===== src/rtl/iqc_pkg.sv =====
// Package: shared types for the IQ coefficient estimator.
// Assumes: nothing beyond standard SystemVerilog.
package iqc_pkg;

    // Sequencer states of the estimator.
    typedef enum logic [2:0] {
        ST_IDLE    = 3'd0,
        ST_COLLECT = 3'd1,
        ST_SETUP   = 3'd2,
        ST_DIV_PH  = 3'd3,
        ST_DIV_GN  = 3'd4
    } iqc_state_t;

endpackage


===== src/rtl/iqc_accum.sv =====
// Module: per-chain accumulation of I power, Q power and correlation.
// Assumes: clr and add are never needed together (clr wins); sums wrap
// modulo 2^DW.
module iqc_accum #(
    parameter int NCH = 3,
    parameter int DW  = 32
) (
    input  logic              clk,
    input  logic              rst_n,
    input  logic              clr,
    input  logic              add,
    input  logic [NCH-1:0]    mask,
    input  logic [NCH*DW-1:0] in_ip,
    input  logic [NCH*DW-1:0] in_qp,
    input  logic [NCH*DW-1:0] in_cr,
    output logic [NCH*DW-1:0] sum_ip,
    output logic [NCH*DW-1:0] sum_qp,
    output logic [NCH*DW-1:0] sum_cr
);

    for (genvar c = 0; c < NCH; c++) begin : g_chain
        logic [DW-1:0] ip_q, qp_q, cr_q;

        // Clear on request, otherwise add the new sample if this chain is enabled.
        always_ff @(posedge clk) begin
            if (!rst_n || clr) begin
                ip_q <= '0;
                qp_q <= '0;
                cr_q <= '0;
            end else if (add && mask[c]) begin
                ip_q <= ip_q + in_ip[c*DW +: DW];
                qp_q <= qp_q + in_qp[c*DW +: DW];
                cr_q <= cr_q + in_cr[c*DW +: DW];
            end
        end

        assign sum_ip[c*DW +: DW] = ip_q;
        assign sum_qp[c*DW +: DW] = qp_q;
        assign sum_cr[c*DW +: DW] = cr_q;
    end

endmodule


===== src/rtl/iqc_divider.sv =====
// Module: unsigned restoring divider, one quotient bit per clock.
// Assumes: divisor is non-zero when go is raised. go loads the operands,
// DW steps follow, and fin is high for one cycle with the quotient valid.
module iqc_divider #(
    parameter int DW = 32
) (
    input  logic          clk,
    input  logic          rst_n,
    input  logic          go,
    input  logic [DW-1:0] dividend,
    input  logic [DW-1:0] divisor,
    output logic [DW-1:0] quotient,
    output logic          fin
);

    localparam int CNT_W = $clog2(DW + 1);

    logic [DW-1:0]    rem_q, quo_q, dvs_q;
    logic [CNT_W-1:0] cnt_q;
    logic [DW:0]      rem_sh;
    logic [DW:0]      rem_sub;
    logic             fits;

    // One restoring step: shift in the next dividend bit, subtract if possible.
    always_comb begin
        rem_sh  = {rem_q, quo_q[DW-1]};
        rem_sub = rem_sh - {1'b0, dvs_q};
        fits    = (rem_sh >= {1'b0, dvs_q});
    end

    // Iteration registers: load on go, then DW steps, then flag finish.
    always_ff @(posedge clk) begin
        if (!rst_n) begin
            rem_q <= '0;
            quo_q <= '0;
            dvs_q <= '0;
            cnt_q <= '0;
            fin   <= 1'b0;
        end else if (go) begin
            rem_q <= '0;
            quo_q <= dividend;
            dvs_q <= divisor;
            cnt_q <= CNT_W'(DW);
            fin   <= 1'b0;
        end else if (cnt_q != '0) begin
            rem_q <= fits ? rem_sub[DW-1:0] : rem_sh[DW-1:0];
            quo_q <= {quo_q[DW-2:0], fits};
            cnt_q <= cnt_q - 1'b1;
            fin   <= (cnt_q == CNT_W'(1));
        end else begin
            fin   <= 1'b0;
        end
    end

    assign quotient = quo_q;

endmodule


===== src/rtl/iqc_coef_calc.sv =====
// Module: saturates the two quotients into CW-bit two's-complement
// coefficients.
// Assumes: quotients are unsigned. The phase sign comes from the
// correlation sign flag.
module iqc_coef_calc #(
    parameter int DW = 32,
    parameter int CW = 7
) (
    input  logic [DW-1:0] ph_quo,
    input  logic [DW-1:0] gn_quo,
    input  logic          corr_neg,
    output logic [CW-1:0] coef_ph,
    output logic [CW-1:0] coef_gn
);

    localparam int LIM = 2 ** (CW - 1) - 1;
    localparam int OFS = 2 ** (CW - 1);
    localparam logic [DW-1:0] PH_MAX = DW'(LIM);
    localparam logic [DW-1:0] GN_HI  = DW'(OFS + LIM);
    localparam logic [DW-1:0] GN_LO  = DW'(OFS - LIM);

    logic [CW-1:0] ph_mag;

    // Phase: clamp magnitude, then negate when the correlation was not negative.
    always_comb begin
        ph_mag  = (ph_quo > PH_MAX) ? CW'(LIM) : ph_quo[CW-1:0];
        coef_ph = corr_neg ? ph_mag : CW'(~ph_mag + 1'b1);
    end

    // Gain: subtract the offset and clamp symmetrically.
    always_comb begin
        if (gn_quo >= GN_HI)
            coef_gn = CW'(LIM);
        else if (gn_quo <= GN_LO)
            coef_gn = CW'(OFS + 1);
        else
            coef_gn = CW'(gn_quo[CW-1:0] - CW'(OFS));
    end

endmodule


===== src/rtl/iqc_est.sv =====
// Module: top of the IQ mismatch coefficient estimator.
// Collects 2^(N+1) samples, then visits each chain in order. Each chain
// gets a phase division and a gain division on a shared divider, and the
// results are written as saturated coefficients.
// Assumes: start is a single-cycle pulse; measurement inputs are valid
// whenever meas_vld is high.
module iqc_est
    import iqc_pkg::*;
#(
    parameter int NCH   = 3,
    parameter int DW    = 32,
    parameter int CW    = 7,
    parameter int LW    = 4,
    parameter int PH_SH = 8,
    parameter int GN_SH = 6
) (
    input  logic              clk,
    input  logic              rst_n,
    input  logic              start,
    input  logic [LW-1:0]     log_cnt,
    input  logic [NCH-1:0]    chain_en,
    input  logic              meas_vld,
    input  logic [NCH*DW-1:0] meas_ipwr,
    input  logic [NCH*DW-1:0] meas_qpwr,
    input  logic [NCH*DW-1:0] meas_corr,
    output logic [NCH*CW-1:0] coef_phase,
    output logic [NCH*CW-1:0] coef_gain,
    output logic [NCH-1:0]    skip,
    output logic              done,
    output logic              corr_en
);

    localparam int SCW   = 2 ** LW + 1;
    localparam int IDX_W = (NCH > 1) ? $clog2(NCH) : 1;
    localparam logic [DW-1:0] HALF = {1'b1, {(DW-1){1'b0}}};

    iqc_state_t        state_q;
    logic [NCH-1:0]    mask_q;
    logic [SCW-1:0]    target_q, cnt_q, cnt_nx;
    logic [IDX_W-1:0]  idx_q;
    logic              neg_q;
    logic [DW-1:0]     phq_q;
    logic [NCH*CW-1:0] coef_ph_q, coef_gn_q;
    logic [NCH-1:0]    skip_q;
    logic              done_q, en_q;

    logic [NCH*DW-1:0] acc_ip, acc_qp, acc_cr;
    logic [DW-1:0]     sel_ip, sel_qp, sel_cr;
    logic [DW-1:0]     corr_mag, den_ph, den_gn;
    logic              corr_neg, chain_live, last_chain;
    logic              div_go, div_fin;
    logic [DW-1:0]     div_a, div_b, div_q;
    logic [CW-1:0]     new_ph, new_gn;

    iqc_accum #(.NCH(NCH), .DW(DW)) u_acc (
        .clk    (clk),
        .rst_n  (rst_n),
        .clr    (start),
        .add    (state_q == ST_COLLECT && meas_vld),
        .mask   (mask_q),
        .in_ip  (meas_ipwr),
        .in_qp  (meas_qpwr),
        .in_cr  (meas_corr),
        .sum_ip (acc_ip),
        .sum_qp (acc_qp),
        .sum_cr (acc_cr)
    );

    // Pick the current chain's sums and derive magnitude, sign and denominators.
    always_comb begin
        sel_ip     = acc_ip[idx_q*DW +: DW];
        sel_qp     = acc_qp[idx_q*DW +: DW];
        sel_cr     = acc_cr[idx_q*DW +: DW];
        corr_neg   = (sel_cr > HALF);
        corr_mag   = corr_neg ? DW'(~sel_cr + 1'b1) : sel_cr;
        den_ph     = DW'(({1'b0, sel_ip[DW-1:1]} + {1'b0, sel_qp[DW-1:1]}) >> PH_SH);
        den_gn     = sel_qp >> GN_SH;
        chain_live = mask_q[idx_q] && (den_ph != '0) && (den_gn != '0);
        last_chain = (idx_q == IDX_W'(NCH - 1));
        cnt_nx     = cnt_q + 1'b1;
    end

    // Divider operand steering: phase division first, gain division second.
    always_comb begin
        div_go = !start && ((state_q == ST_SETUP && chain_live) ||
                            (state_q == ST_DIV_PH && div_fin));
        div_a  = (state_q == ST_SETUP) ? corr_mag : sel_ip;
        div_b  = (state_q == ST_SETUP) ? den_ph   : den_gn;
    end

    iqc_divider #(.DW(DW)) u_div (
        .clk      (clk),
        .rst_n    (rst_n),
        .go       (div_go),
        .dividend (div_a),
        .divisor  (div_b),
        .quotient (div_q),
        .fin      (div_fin)
    );

    iqc_coef_calc #(.DW(DW), .CW(CW)) u_coef (
        .ph_quo   (phq_q),
        .gn_quo   (div_q),
        .corr_neg (neg_q),
        .coef_ph  (new_ph),
        .coef_gn  (new_gn)
    );

    // Sequencer: collection count, chain walk and result write-back.
    always_ff @(posedge clk) begin
        if (!rst_n) begin
            state_q   <= ST_IDLE;
            mask_q    <= '0;
            target_q  <= '0;
            cnt_q     <= '0;
            idx_q     <= '0;
            neg_q     <= 1'b0;
            phq_q     <= '0;
            coef_ph_q <= '0;
            coef_gn_q <= '0;
            skip_q    <= '0;
            done_q    <= 1'b0;
            en_q      <= 1'b0;
        end else begin
            done_q <= 1'b0;
            if (start) begin
                state_q  <= ST_COLLECT;
                mask_q   <= chain_en;
                target_q <= SCW'(1) << (SCW'(log_cnt) + SCW'(1));
                cnt_q    <= '0;
                idx_q    <= '0;
            end else begin
                unique case (state_q)
                    ST_COLLECT: begin
                        if (meas_vld) begin
                            cnt_q <= cnt_nx;
                            if (cnt_nx == target_q) begin
                                state_q <= ST_SETUP;
                                idx_q   <= '0;
                            end
                        end
                    end
                    ST_SETUP: begin
                        if (chain_live) begin
                            neg_q   <= corr_neg;
                            state_q <= ST_DIV_PH;
                        end else begin
                            skip_q[idx_q] <= 1'b1;
                            if (last_chain) begin
                                state_q <= ST_IDLE;
                                done_q  <= 1'b1;
                                en_q    <= 1'b1;
                            end else begin
                                idx_q <= idx_q + 1'b1;
                            end
                        end
                    end
                    ST_DIV_PH: begin
                        if (div_fin) begin
                            phq_q   <= div_q;
                            state_q <= ST_DIV_GN;
                        end
                    end
                    ST_DIV_GN: begin
                        if (div_fin) begin
                            coef_ph_q[idx_q*CW +: CW] <= new_ph;
                            coef_gn_q[idx_q*CW +: CW] <= new_gn;
                            skip_q[idx_q]             <= 1'b0;
                            if (last_chain) begin
                                state_q <= ST_IDLE;
                                done_q  <= 1'b1;
                                en_q    <= 1'b1;
                            end else begin
                                idx_q   <= idx_q + 1'b1;
                                state_q <= ST_SETUP;
                            end
                        end
                    end
                    default: ;
                endcase
            end
        end
    end

    assign coef_phase = coef_ph_q;
    assign coef_gain  = coef_gn_q;
    assign skip       = skip_q;
    assign done       = done_q;
    assign corr_en    = en_q;

endmodule


===== config.mk =====
export PLATFORM = sky130hd
export DESIGN_NAME = iqc_est
export DESIGN_NICKNAME = d
export VERILOG_FILES = /design/src/rtl/iqc_pkg.sv /design/src/rtl/iqc_accum.sv /design/src/rtl/iqc_divider.sv /design/src/rtl/iqc_coef_calc.sv /design/src/rtl/iqc_est.sv
export SDC_FILE = /design/constraint.sdc
export NUM_CORES = 2
export LEC_CHECK = 0
export CELL_PAD_IN_SITES_DETAIL_PLACEMENT = 1
export CELL_PAD_IN_SITES_GLOBAL_PLACEMENT = 1
export CORE_MARGIN = 10
export CORE_UTILIZATION = 44
export CTS_CLUSTER_SIZE = 24
export DETAILED_ROUTE_END_ITERATION = 6
export GPL_TIMING_DRIVEN = 1
export PLACE_DENSITY_LB_ADDON = 0.3
export SYNTH_ARGS = -nofsm -noshare
export SYNTH_HDL_FRONTEND = slang
export SYNTH_SLANG_ARGS = --single-unit
export TNS_END_PERCENT = 10

===== constraint.sdc =====
create_clock -name clk -period 6.7 [get_ports clk]
set_input_delay 0.67 -clock clk [delete_from_list [all_inputs] [get_ports clk]]
set_output_delay 0.67 -clock clk [all_outputs]
set_load 0.05 [all_outputs]

Word-level counts from Yosys, hierarchy flattened
Index checks and enable logic that the tools add are counted.
{ "classes": {"n_mul": 1, "muxes": 44, "n_shift": 7, "bitwise": 8, "n_eq_ne": 18, "reduce_logical": 33, "magnitude_cmp": 7, "n_addsub": 19} }
{ "ops": {"columns": ["op", "count"], "rows": [
  ["32-bit adder", 9],
  ["96-bit by 8-bit variable part select with 32-bit output", 3],
  ["32-bit 2-to-1 mux", 5],
  ["7-bit by 34-bit variable part select with 21-bit output", 2],
  ["32-bit nonzero test", 2],
  ["21-bit bitwise mux", 2],
  ["5-bit negation with 34-bit output", 1],
  ["7-bit by 34-bit variable shift with 21-bit output (first input constant)", 1],
  ["33-bit by 32-bit >= comparator with 1-bit output", 1],
  ["31-bit by 31-bit adder with 32-bit output", 1],
  ["32-bit by 1-bit adder with 32-bit output (second input constant)", 1],
  ["32-bit by 7-bit >= comparator with 1-bit output (second input constant)", 1],
  ["32-bit > comparator (second input constant)", 1],
  ["32-bit by 6-bit > comparator with 1-bit output (second input constant)", 1],
  ["32-bit by 1-bit <= comparator with 1-bit output (second input constant)", 1],
  ["32-bit inverter", 1],
  ["32-bit subtractor", 1],
  ["7-bit 2-to-1 mux", 4],
  ["26-bit 2-to-1 mux", 1],
  ["3-bit 2-to-1 mux", 8],
  ["17-bit by 1-bit adder with 17-bit output (second input constant)", 1],
  ["17-bit == test", 1],
  ["1-bit by 5-bit << shifter with 17-bit output (first input constant)", 1],
  ["2-bit 2-to-1 mux", 6],
  ["other kinds (46)", 81]
]} }
{ "word_totals": {"in_bits": 299, "out_inout_bits": 47, "regBits": 513} }

Depth between registers and ports, before layout
{ "logic_depth": {"word_depth": 9, "mapped_depth": 25, "ltp_nobuf": 16} }

Hierarchy
A second synthesis with hierarchy kept.
{ "hier_totals": {"hier_cells": 5379, "hier_area_um2": 40619.0} }
{ "modules_own_cells": {"columns": ["mod", "area_each_um2", "n_inst", "cells_each"], "rows": [
  ["iqc_accum", 23151.0, 1, 3015],
  ["iqc_est", 10745.3, 1, 1500],
  ["iqc_divider", 6351.1, 1, 807],
  ["iqc_coef_calc", 371.6, 1, 57]
]} }

Worst setup path before layout
No wires, ideal clock.
{ "synth_timing": {"kind": "register to register", "from": "reg idx_q[0]", "to": "reg u_div.rem_q[28]", "path_stages_with_launch": 26, "required_ns": 6.621, "period_less_slack_ns": 5.377, "slack_ns": 1.323, "setup_ns": 0.079, "arrival_time_ns": 5.298, "cell_sequence": "dfxtp_1 > buf_6 > buf_4 > buf_4 > buf_2 > buf_4 > buf_2 > buf_2 > clkbuf_1 > mux2i_1 > o22ai_1 > ha_1 > nand2_1 > o21ai_1 > or2_1 > nor4b_4 > o31a_2 > o311ai_4 > xor2_2 > nor3_1 > nand3_2 > nand2_4 > nand2_1 > buf_2 > buf_6 > a211oi_2"} }
{ "synth_via": {"elab_chain_len": 9, "elab_cells_between_ends": 13, "cone_classes": "1 x add/sub; 2 x shift; 2 x mux; 8 x reduce/logical"} }
{ "synth_rtl": {"columns": ["element", "line_no", "source"], "rows": [
  ["from (decl)", "iqc_est.sv:40", "logic [IDX_W-1:0] idx_q;"],
  ["from (signal assigned)", "iqc_est.sv:154", "idx_q <= idx_q + 1'b1;"],
  ["from (signal assigned)", "iqc_est.sv:174", "idx_q <= idx_q + 1'b1;"],
  ["96-bit by 8-bit variable part select with 32-bit output (on tied branches)", "iqc_est.sv:71, iqc_est.sv:72", null],
  ["31-bit by 31-bit adder with 32-bit output", "iqc_est.sv:76", "den_ph = DW'(({1'b0, sel_ip[DW-1:1]} + {1'b0, sel_qp[DW-1:1]}) >> PH_SH);"],
  ["32-bit nonzero test", "iqc_est.sv:78", "chain_live = mask_q[idx_q] && (den_ph != '0) && (den_gn != '0);"],
  ["1-bit logical AND", "iqc_est.sv:78", null],
  ["1-bit logical AND (*)", "iqc_est.sv:78", null],
  ["1-bit logical AND (*)", "iqc_est.sv:85", "div_go = !start && ((state_q == ST_SETUP && chain_live) ||"],
  ["1-bit logical OR (*)", "iqc_est.sv:85", null],
  ["1-bit logical AND (*)", "iqc_est.sv:85", null],
  ["2-bit OR reduction (no line) (*)", null, null],
  ["to (signal assigned)", "iqc_divider.sv:46", "rem_q <= fits ? rem_sub[DW-1:0] : rem_sh[DW-1:0];"],
  ["to (decl)", "iqc_divider.sv:18", "logic [DW-1:0] rem_q, quo_q, dvs_q;"]
]} }
Mark *: on every way between the ends. The rest lies on a longest branch, timed or not. The select of a mux whose other input is x is not followed.
A chain may end at the register's enable or synchronous reset.

Worst setup path after layout
{ "layout_timing": {"from": "reg idx_q[0]", "to": "reg u_div.fin"} }
{ "layout_via": {"elab_chain_len": 9, "elab_cells_between_ends": 13, "cone_classes": "1 x add/sub; 2 x shift; 2 x mux; 8 x reduce/logical"} }
{ "layout_rtl": {"columns": ["element", "line_no", "source"], "rows": [
  ["96-bit by 8-bit variable part select with 32-bit output (on tied branches)", "iqc_est.sv:71, iqc_est.sv:72", null],
  ["31-bit by 31-bit adder with 32-bit output", "iqc_est.sv:76", null],
  ["32-bit nonzero test", "iqc_est.sv:78", null],
  ["1-bit logical AND", "iqc_est.sv:78", null],
  ["1-bit logical AND (*)", "iqc_est.sv:78", null],
  ["1-bit logical AND (*)", "iqc_est.sv:85", null],
  ["1-bit logical OR (*)", "iqc_est.sv:85", null],
  ["1-bit logical AND (*)", "iqc_est.sv:85", null],
  ["3-bit OR reduction (no line) (*)", null, null],
  ["to (signal assigned)", "iqc_divider.sv:49", "fin <= (cnt_q == CNT_W'(1));"],
  ["to (decl)", "iqc_divider.sv:13", "output logic fin"]
]} }
Marks and branches as above.

==> impl_metrics.tcl <==
set metrics [dict create \
    grt_max_degree 145 \
    first_pass_iters 5 \
    min-delay-path-class "reg -> reg" \
    postRouteAntennaNets 0 \
    drt_iter0_drc 3002 \
    synth_top_family_by_area "compound AO/OA/AOI/OAI gates" \
    cts_tree "done" \
    core_um2 87160 \
    drv_cap 0 \
    synthCells 5154 \
    holdBufCountCts 0 \
    cts_setup_buffers 0 \
    clk_path_buf_depth 3 \
    yosys_warnings 0 \
    rsz0062_at_grt "no" \
    layout.nets 6019 \
    min_period_ps 6105 \
    hold_violations 0 \
    tns_ps 0 \
    start_util 0.4454 \
    grt_pass1_wl_um 240500 \
    clk_latency_ps 690 \
    synthXorXnorAreaFrac 0.07351 \
    fin_crit_sh 0.9112 \
    clk_root_buffer_cell "clkbuf_16" \
    final_cells 6569 \
    cts_sinks 507 \
    boundaryPins 346 \
    drive_gt1_frac 0.04197 \
    via_per_inst 6.034 \
    netlist.area_leader.share 0.2614 \
    synth_edf_count 0 \
    yosysTopAreaCell "dfxtp_1" \
    max_slew_margin 0.1205 \
    max_freq_ghz 0.1638 \
    grt_antenna_before_repair 11 \
    worstPathRequired_ps 7300 \
    outcome "complete, no violations" \
    route.detailed.drc 0 \
    io_buffers 345 \
    end_kind "register" \
    final_cell_area_um2 45390 \
    finalWirelength_um 159800 \
    wl_per_cell_um 24.32 \
    synth.mux.area_fraction 0.03584 \
    cp_max_fo 45 \
    synthAdderAreaFrac 0.1170 \
    cts_buffers 60 \
    critPathArrivalTime_ps 6700 \
    synth.avg_cell_area_um2 7.533 \
    synth_area_leaders "dfxtp_1 (26%), ha_1 (11%), nand2_1 (8.1%)" \
    worst_pin_slew_ps 1319 \
    track_usage 0.3050 \
    clock_skew_ps 44.93 \
    power_mw 9.466 \
    place_congestion 0.9644 \
    yosys.area_share.simple 0.2181 \
    ir_drop_mv 0.4095 \
    dp.cells 6456 \
    synth_compound_area_frac 0.2536 \
    h-tree-depth 2 \
    fp.dieArea_um2 100500 \
    synth.net_count 5810 \
    final_common_cell "nand2_1" \
    p_leak_nw 18.36 \
    ys_ff_latch 507 \
    clk_pin_slew_ps 60 \
    final_max_slew_viol_count 0 \
    p_per_area_nw_per_um2 208.5 \
    vias 39635 \
    synthFlopType "dfxtp_1" \
    start_kind "register" \
    die_w_um 317.0 \
    crit_type "reg -> reg" \
    layout_common_cells "nand2_1 (829), a21oi_1 (563), dfxtp_1 (505)" \
    cts_resized 0 \
    syn2layout_area_growth_pct 16.92 \
    grt_pass1_vias 40125 \
    setup_viol 0 \
    fp-row-count 108 \
    synth_cell_type_count 84 \
    netlist_area_um2 38820 \
    placed_cell_area_um2 43170 \
    seq_area_frac_synth 0.2614 \
    async_flop_share 0 \
    dp_hpwl_um 125400 \
    overflow 0 \
    die_y_um 317.0 \
]
layer usage:
layer | part of all wire | vias up | wire length [um] | global-route usage
li1 | - | 18853 | - | -
met3 | 0.059 | 317 | 9412 | 0.05499
met2 | 0.47 | 1055 | 74770 | 0.5144
met1 | 0.42 | 19398 | 66960 | 0.3711
met5 | 0.00046 | - | 74 | 0
met4 | 0.054 | 12 | 8551 | 0.1483
synth_stat cells (22+ instances only):
cell type and number:
a211o_1 39, a211oi_1 97, a21o_1 168, a21oi_1 563, a22oi_1 37, a31oi_1 38
and2_1 22, and3_1 43, buf_2 29, clkbuf_1 183, dfxtp_1 507, ha_1 347
inv_1 150, mux2i_1 130, nand2_1 834, nand2b_1 52, nand3_1 99, nand4_1 39
nor2_1 429, nor2b_1 79, nor3_1 114, nor3b_1 22, nor4_1 39, o211ai_1 34
o21a_1 51, o21ai_0 268, o21bai_1 25, o22ai_1 51, o31ai_1 26, or2_2 23
or3_1 37, xnor2_1 191, xor2_1 133
sequential cells by signal, indices dropped and copies added (netlist names), 17 cells and up, named ones only:
name	cells
u_div.rem_q	32
coef_phase	21
coef_gain	21
u_acc.g_chain.ip_q	96
u_div.dvs_q	26
cnt_q	17
target_q	17
u_acc.g_chain.qp_q	96
phq_q	32
u_acc.g_chain.cr_q	96
u_div.quotient	32
cell type report:
class	instances	area (um^2)
inverters	150	565.5
multi-input cells	4254	27170
repair buffers	390	3829
well taps	1155	1445
fillers	10761	41770
clock inverters	29	509.2
flip-flops and latches	507	10160
diodes	5	12.51
clock buffers	79	1704
kinds of logic after synthesis:
logic type | count (synthesis)
compound gates | 1559
xor+xnor | 325
fa+ha+maj | 357
buf+inv | 393
flops | 507
mux | 137
simple gates | 1876
stage by stage:
| stage | setup WS (ps) | hold slack [ps] | util |
|---|---|---|---|
| finish | 595.3 | 446.7 | 0.5208 |
| global placement | 881.1 | 436.8 | 0.4953 |
| floorplan | 1323 | 430.8 | - |
| global route | 257.2 | 467.3 | 0.5207 |
| CTS | 704.9 | 451.4 | 0.5207 |
| detailed placement | 732.8 | 442.8 | 0.4953 |
path summary, 6_finish.rpt:
path	from	to	slack, ps	cells after the start
max	idx_q[0]	u_div.fin	600	17
min reg2reg	corr_en	corr_en	450	2
max reg2reg	idx_q[0]	u_div.fin	600	17
min	corr_en	corr_en	450	2
worst max-delay path, cell delays in order, from the launching register on:
cell and delay [ps]:
dfxtp_4 930, buf_4 410, mux2i_1 230, o22ai_1 150
ha_1 450, o21a_1 220, o2bb2ai_1 290, nor3_1 180
o31ai_1 640, o31a_2 350, o211ai_1 130, a221oi_1 340
and4_1 330, nand3_2 170, nand2_4 400, nand2_1 100
buf_4 340, nor4b_2 310
power by group:
part	internal, mW	leakage, nW	total [mW]	switching (mW)
clock network	2.22	1.08	3.71	1.50
logic	1.01	13.2	2.51	1.49
registers	3.13	4.10	3.25	0.114
Power figures use the tool's default switching activity.
